`src/rtl/rwin_pkg.sv`:
```
package rwin_pkg;

  // Physical layout: globals at 0..7, then 16 entries per window,
  // locals first, outputs second. Inputs live in the previous window's outputs.
  function automatic int unsigned phys_of(input int unsigned win,
                                          input int unsigned rnum,
                                          input int unsigned nwin);
    int unsigned base;
    base = 8 + 16 * win;
    if (rnum < 8)       return rnum;
    else if (rnum < 16) return base + 8 + (rnum - 8);
    else if (rnum < 24) return base + (rnum - 16);
    else                return 8 + 16 * ((win + nwin - 1) % nwin) + 8 + (rnum - 24);
  endfunction

  function automatic bit sum_matches(input int unsigned a,
                                     input int unsigned b,
                                     input int unsigned c,
                                     input int unsigned nwin);
    return (a + b + c) == (nwin - 2);
  endfunction

endpackage

```
`src/rtl/rwin_op_decode.sv`:
```
module rwin_op_decode #(
  parameter int PW = 3
) (
  input  logic          clk,
  input  logic          rst_n,
  input  logic          save_req,
  input  logic          restore_req,
  input  logic          wr_en,
  input  logic [PW-1:0] free_cnt,
  input  logic [PW-1:0] rest_cnt,
  output logic          do_save,
  output logic          do_restore,
  output logic          ovf_ev,
  output logic          unf_ev,
  output logic          clash_ev
);
  logic win_slot;
  logic lone_save;
  logic lone_rest;

  always_comb begin
    win_slot   = !wr_en;
    lone_save  = win_slot && save_req && !restore_req;
    lone_rest  = win_slot && restore_req && !save_req;
    clash_ev   = win_slot && save_req && restore_req;
    do_save    = lone_save && (free_cnt != '0);
    ovf_ev     = lone_save && (free_cnt == '0);
    do_restore = lone_rest && (rest_cnt != '0);
    unf_ev     = lone_rest && (rest_cnt == '0);
  end

  AST_ONE_OUTCOME: assert property (@(posedge clk) disable iff (!rst_n)
    $onehot0({do_save, do_restore, ovf_ev, unf_ev, clash_ev}));

  AST_WRITE_MASKS_OPS: assert property (@(posedge clk) disable iff (!rst_n)
    wr_en |-> !(do_save || do_restore || ovf_ev || unf_ev || clash_ev));

endmodule

```
`src/rtl/rwin_wr_check.sv`:
```
module rwin_wr_check #(
  parameter int NWIN = 8,
  parameter int PW   = 3
) (
  input  logic          wr_en,
  input  logic [PW-1:0] wr_free,
  input  logic [PW-1:0] wr_rest,
  input  logic [PW-1:0] wr_other,
  output logic          wr_ok,
  output logic          wr_bad
);
  logic sum_good;

  always_comb begin
    sum_good = rwin_pkg::sum_matches(int'(wr_free), int'(wr_rest),
                                     int'(wr_other), NWIN);
    wr_ok  = wr_en && sum_good;
    wr_bad = wr_en && !sum_good;
  end

  always_comb begin
    if (wr_ok) begin
      AST_OK_IS_BALANCED: assert (int'(wr_free) + int'(wr_rest) + int'(wr_other) == NWIN - 2);
    end
  end

endmodule

```
`src/rtl/rwin_state.sv`:
```
module rwin_state #(
  parameter int NWIN = 8,
  parameter int PW   = 3
) (
  input  logic          clk,
  input  logic          rst_n,
  input  logic          do_save,
  input  logic          do_restore,
  input  logic          ovf_ev,
  input  logic          unf_ev,
  input  logic          clash_ev,
  input  logic          wr_ok,
  input  logic          wr_bad,
  input  logic [PW-1:0] wr_cwp,
  input  logic [PW-1:0] wr_free,
  input  logic [PW-1:0] wr_rest,
  input  logic [PW-1:0] wr_other,
  output logic [PW-1:0] cwp,
  output logic [PW-1:0] free_cnt,
  output logic [PW-1:0] rest_cnt,
  output logic [PW-1:0] other_cnt,
  output logic          spill,
  output logic          fill,
  output logic          op_err,
  output logic          wr_err
);
  localparam logic [PW-1:0] FREE_RST = PW'(NWIN - 2);
  localparam int            SW       = PW + 2;

  logic [SW-1:0] count_sum;
  logic          state_hold;

  always_comb begin
    count_sum  = SW'(free_cnt) + SW'(rest_cnt) + SW'(other_cnt);
    state_hold = ovf_ev || unf_ev || clash_ev || wr_bad;
  end

  always_ff @(posedge clk) begin
    if (!rst_n) begin
      cwp       <= '0;
      free_cnt  <= FREE_RST;
      rest_cnt  <= '0;
      other_cnt <= '0;
    end else if (wr_ok) begin
      cwp       <= wr_cwp;
      free_cnt  <= wr_free;
      rest_cnt  <= wr_rest;
      other_cnt <= wr_other;
    end else if (do_save) begin
      cwp       <= cwp + 1'b1;
      free_cnt  <= free_cnt - 1'b1;
      rest_cnt  <= rest_cnt + 1'b1;
    end else if (do_restore) begin
      cwp       <= cwp - 1'b1;
      free_cnt  <= free_cnt + 1'b1;
      rest_cnt  <= rest_cnt - 1'b1;
    end
  end

  always_ff @(posedge clk) begin
    if (!rst_n) begin
      spill  <= 1'b0;
      fill   <= 1'b0;
      op_err <= 1'b0;
      wr_err <= 1'b0;
    end else begin
      spill  <= ovf_ev;
      fill   <= unf_ev;
      op_err <= clash_ev;
      wr_err <= wr_bad;
    end
  end

  AST_SUM_INVARIANT: assert property (@(posedge clk) disable iff (!rst_n)
    count_sum == SW'(NWIN - 2));

  AST_SAVE_STEP: assert property (@(posedge clk) disable iff (!rst_n)
    do_save |=> (cwp == PW'($past(cwp) + 1'b1)) && (rest_cnt == PW'($past(rest_cnt) + 1'b1)));

  AST_RESTORE_STEP: assert property (@(posedge clk) disable iff (!rst_n)
    do_restore |=> (cwp == PW'($past(cwp) - 1'b1)) && (free_cnt == PW'($past(free_cnt) + 1'b1)));

  AST_NO_OVERFLOW_MOVE: assert property (@(posedge clk) disable iff (!rst_n)
    ovf_ev |=> spill && $stable(cwp) && $stable(free_cnt));

  AST_NO_UNDERFLOW_MOVE: assert property (@(posedge clk) disable iff (!rst_n)
    unf_ev |=> fill && $stable(cwp) && $stable(rest_cnt));

  AST_BAD_WRITE_FREEZE: assert property (@(posedge clk) disable iff (!rst_n)
    state_hold |=> $stable(other_cnt) && $stable(cwp));

endmodule

```
`src/rtl/rwin_map.sv`:
```
module rwin_map #(
  parameter int NWIN = 8,
  parameter int PW   = 3,
  parameter int PHW  = 8
) (
  input  logic [PW-1:0]  map_win,
  input  logic [4:0]     map_reg,
  output logic [PHW-1:0] map_phys,
  output logic           map_zero
);
  localparam int PHYS_REGS = 8 + 16 * NWIN;

  always_comb begin
    map_phys = PHW'(rwin_pkg::phys_of(int'(map_win), int'(map_reg), NWIN));
    map_zero = (map_reg == 5'd0);
  end

  always_comb begin
    AST_PHYS_IN_RANGE: assert (int'(map_phys) < PHYS_REGS);
    if (map_reg < 5'd8) begin
      AST_GLOBAL_SHARED: assert (map_phys == PHW'(map_reg));
    end else begin
      AST_WINDOWED_ABOVE_GLOBALS: assert (map_phys >= PHW'(8));
    end
  end

endmodule

```
`src/rtl/rwin_ctrl.sv`:
```
module rwin_ctrl #(
  parameter int NWIN = 8,
  parameter int PW   = (NWIN > 1) ? $clog2(NWIN) : 1,
  parameter int PHW  = $clog2(8 + 16 * NWIN)
) (
  input  logic           clk,
  input  logic           rst_n,
  input  logic           save_req,
  input  logic           restore_req,
  input  logic           wr_en,
  input  logic [PW-1:0]  wr_cwp,
  input  logic [PW-1:0]  wr_free,
  input  logic [PW-1:0]  wr_rest,
  input  logic [PW-1:0]  wr_other,
  output logic [PW-1:0]  cwp,
  output logic [PW-1:0]  free_cnt,
  output logic [PW-1:0]  rest_cnt,
  output logic [PW-1:0]  other_cnt,
  output logic           spill,
  output logic           fill,
  output logic           op_err,
  output logic           wr_err,
  input  logic [PW-1:0]  map_win,
  input  logic [4:0]     map_reg,
  output logic [PHW-1:0] map_phys,
  output logic           map_zero
);
  // NWIN must be a power of two between 2 and 32.
  logic do_save, do_restore, ovf_ev, unf_ev, clash_ev;
  logic wr_ok, wr_bad;

  rwin_op_decode #(.PW(PW)) u_dec (
    .clk(clk), .rst_n(rst_n),
    .save_req(save_req), .restore_req(restore_req), .wr_en(wr_en),
    .free_cnt(free_cnt), .rest_cnt(rest_cnt),
    .do_save(do_save), .do_restore(do_restore),
    .ovf_ev(ovf_ev), .unf_ev(unf_ev), .clash_ev(clash_ev)
  );

  rwin_wr_check #(.NWIN(NWIN), .PW(PW)) u_wchk (
    .wr_en(wr_en), .wr_free(wr_free), .wr_rest(wr_rest), .wr_other(wr_other),
    .wr_ok(wr_ok), .wr_bad(wr_bad)
  );

  rwin_state #(.NWIN(NWIN), .PW(PW)) u_state (
    .clk(clk), .rst_n(rst_n),
    .do_save(do_save), .do_restore(do_restore),
    .ovf_ev(ovf_ev), .unf_ev(unf_ev), .clash_ev(clash_ev),
    .wr_ok(wr_ok), .wr_bad(wr_bad),
    .wr_cwp(wr_cwp), .wr_free(wr_free), .wr_rest(wr_rest), .wr_other(wr_other),
    .cwp(cwp), .free_cnt(free_cnt), .rest_cnt(rest_cnt), .other_cnt(other_cnt),
    .spill(spill), .fill(fill), .op_err(op_err), .wr_err(wr_err)
  );

  rwin_map #(.NWIN(NWIN), .PW(PW), .PHW(PHW)) u_map (
    .map_win(map_win), .map_reg(map_reg),
    .map_phys(map_phys), .map_zero(map_zero)
  );

endmodule

```
`config.mk`:
```
export PLATFORM = sky130hd
export DESIGN_NAME = rwin_ctrl
export DESIGN_NICKNAME = d
export VERILOG_FILES = /design/src/rtl/rwin_pkg.sv /design/src/rtl/rwin_op_decode.sv /design/src/rtl/rwin_wr_check.sv /design/src/rtl/rwin_state.sv /design/src/rtl/rwin_map.sv /design/src/rtl/rwin_ctrl.sv
export SDC_FILE = /design/constraint.sdc
export NUM_CORES = 1
export LEC_CHECK = 0
export BUFFER_PORTS_ARGS = -buffer_cell sky130_fd_sc_hd__buf_2
export CORE_UTILIZATION = 30
export CTS_CLUSTER_DIAMETER = 30
export CTS_CLUSTER_SIZE = 12
export DETAILED_ROUTE_END_ITERATION = 10
export MAX_ROUTING_LAYER = met4
export PLACE_DENSITY = 0.49
export SYNTH_ARGS = -nofsm -noshare
export SYNTH_HDL_FRONTEND = slang
export SYNTH_SLANG_ARGS = --single-unit
export TNS_END_PERCENT = 30
```
`constraint.sdc`:
```
create_clock -name clk -period 5 [get_ports clk]
set_input_delay 0.75 -clock clk [delete_from_list [all_inputs] [get_ports clk]]
set_output_delay 0.75 -clock clk [all_outputs]
set_load 0.01 [all_outputs]
```
==> results.cfg <==
[floorplanning]
die_h_um = 73.7
die_x_um = 73.7
io_pins = 50
start_util = 0.320
dieArea_mm2 = 0.00542
core-area_mm2 = 0.00482
row_count = 25

[place]
place_congestion = 0.771
dpl-instance-area_mm2 = 0.00183
dpl.hpwl_um = 2940
port_buffers = 49

[critical_path]
cp_max_fo = 10
path_delay_family = adder cells
critPathRequiredTime_ns = 4.25
crit_buf_inv = 4
worst_path_most_repeated_cell = ha_1
r2r_end = u_state.free_cnt[2]
worst_r2r_path_depth = 7
reg2reg_slack_ns = 3.01
arrival_ns = 3.15
worst_path_max_delay_cell = fa_1
crit_path_max_incr_delay_ns = 0.40
crit_chain = buf_2 -> inv_1 -> ha_1 -> ha_1 -> ha_1 -> inv_1 -> fa_1 -> o2bb2ai_1 -> a2111oi_0 -> buf_2
critPathCaptureType = primary output
r2r-start = u_state.free_cnt[2]
path_class = in -> out
crit_path_start_kind = primary input

[global_routing]
grt_max_degree = 18
grt_usage = 0.147
antenna_found_initial = 0
grt_pass1_vias = 1301
overflow = 0
grt_pass1_wl_um = 6020

[cts]
clock_path_buffers = 2
cts_tree = yes
cts-buffers-inserted = 3
cts-htree-levels = 1
ctsResizeCount = 0
holdBufCountCts = 0
path_clk_slew_ns = 0.06
cts_setup_buffers = 0
clock-root-buffer = clkbuf_8
cts.sinks = 16
insertion_delay_ns = 0.25

[synthesis]
synth_nets = 222
ys_warn_count = 0
synth_ff_type = dfxtp_1
async_reset_ff_frac = 0
synth_area_mm2 = 0.00154
syn_avg_cell_area_um2 = 9.17
synth_area_leaders = dfxtp_1 21%, ha_1 17%, fa_1 10%
synth_top_cell_by_area = dfxtp_1
synthCells = 168
synth_edf_count = 0
post_synth_num_cell_types = 43
yosys.area.top_type_share = 0.208
ys_ff_latch = 16
ys_seq_area_frac = 0.208

[final_layout]
fin_area_mm2 = 0.00187
final_layout_size_suffix_gt1_frac = 0.270
seq_area_um2 = 320
syn_to_final_growth_pct = 21.6
fillers = 521
postLayoutCoreUtil = 0.389
diodes = 0
final_nets = 271
multiInputGateArea_mm2 = 0.00111

[min_path]
whs_path_depth = 2
hold_end = u_state.other_cnt[0]
hp-class = reg -> reg
worstHoldStart = u_state.other_cnt[0]

[outcome]
status = finished clean

[timing]
setup_viol_count_final = 0
clock.fmax_mhz = 256
tightest_slew_ns = 0.594
period_minus_slack_ns = 3.90
min_period_over_period = 0.780
rsz0062_at_grt = no
clock_skew_ns = 0.00699
tns_ns = 0
hold_viol_final = 0
maxSlewViolCount = 0
max_slew_margin = 0.602

[detailed_routing]
wire_per_inst_um = 12.7
detail-route-antenna-nets = 0
wirelength_um = 3590
dr.pass1.iters = 4
drc_errors = 0
vias = 1360
drt_iter0_drc = 43
vias_per_cell = 4.82

[power]
p_total_mw = 0.434
irDropWorstVdd_mv = 0.0874
p_per_area_mw_per_mm2 = 232
leakagePower_nw = 0.917

[run]
maxCapViolCount = 0
worst max-delay path by stage:
stage | startpoint | endpoint | slack [ns] | cells past startpoint
after floorplan | map_reg[4] | map_phys[6] | 1.32 | 8
after global placement | map_reg[4] | map_phys[6] | 1.15 | 10
after detailed placement | map_reg[4] | map_phys[6] | 1.09 | 10
after CTS | map_reg[4] | map_phys[6] | 1.09 | 10
after global routing | map_reg[4] | map_phys[6] | 0.86 | 10
final | map_reg[4] | map_phys[6] | 1.10 | 10
cell usage after synthesis (2+ instances only):
master and n:
xnor2_1 4, buf_4 3, fa_1 8, dfxtp_1 16, nand2_1 13, o211a_1 2, a311oi_1 4, xor2_1 4
a221oi_1 3, nand3_1 4, ha_1 21, inv_1 20, a211o_1 2, nor2_1 8, a211oi_1 5, mux2i_1 5
a21oi_1 7, nor3_1 2, or3_4 2, o211ai_1 6, o21ai_1 3, nand2b_1 2, nor2b_1 4
cell type report:
cell class / count / share of cell area
flip-flops and latches: 16 / 0.171
multi-input cells: 127 / 0.591
clock buffers: 3 / 0.0220
repair buffers: 49 / 0.131
well taps: 67 / 0.0448
inverters: 20 / 0.0401
through the flow:
stage                     setup slack [ns]  instances  hold slack [ns]
after detailed placement              1.09        279            0.445
after CTS                             1.09        282            0.455
after floorplan                       1.32        168            0.479
final                                 1.10        282            0.451
after global placement                1.15        279            0.443
after global routing                 0.860        282            0.472
worst register-to-register path, stage by stage (launching register included):
cell and delay [ns]:
dfxtp_1 0.40, or3_4 0.18, nand2_1 0.20, fa_1 0.46
xnor2_1 0.15, nand3_1 0.09, o211ai_1 0.09, a311o_1 0.33
layout by cell type, fill, tap and decap left out, types with 5 or more instances in the layout:
cell      netlist  layout
fa_1            8       8
a211oi_1        5       5
inv_1          20      20
nor2_1          8       8
nand2_1        13      13
mux2i_1         5       5
o211ai_1        6       6
buf_2           0      49
ha_1           21      21
dfxtp_1        16      16
a21oi_1         7       7
flip-flops by register name, summed over array words and instances, names as in the netlist:
| register | cells |
|---|---|
| u_state.op_err | 1 |
| u_state.fill | 1 |
| u_state.other_cnt | 3 |
| u_state.free_cnt | 3 |
| u_state.cwp | 3 |
| u_state.spill | 1 |
| u_state.wr_err | 1 |
| u_state.rest_cnt | 3 |
cells by family (layout without fill, tap and decap cells):
kind of cell             Yosys count  after routing  share of synthesized area
AO/OA/AOI/OAI                     42             42                      0.213
AND/OR/NAND/NOR                   42             42                      0.146
adder cells (fa/ha/maj)           29             29                      0.275
buffers and inverters             25             72                     0.0731
flip-flops                        16             16                      0.208
XOR/XNOR                           8              8                     0.0455
multiplexers                       6              6                     0.0398
layer usage:
metal / track usage / vias to the layer above / routed length [um]
met5: - / - / 0
met2: 0.233 / 41 / 1570
met3: 0.0261 / 2 / 171
met1: 0.197 / 613 / 1820
met4: 0.0256 / 0 / 27
li1: - / 704 / -
report_power, final:
part,switching [mW],internal [mW]
sequential,0.0105,0.139
clock,0.0422,0.0534
combinational,0.107,0.0817
total,0.159,0.275
Note: power is estimated with default switching activity, not from simulation.
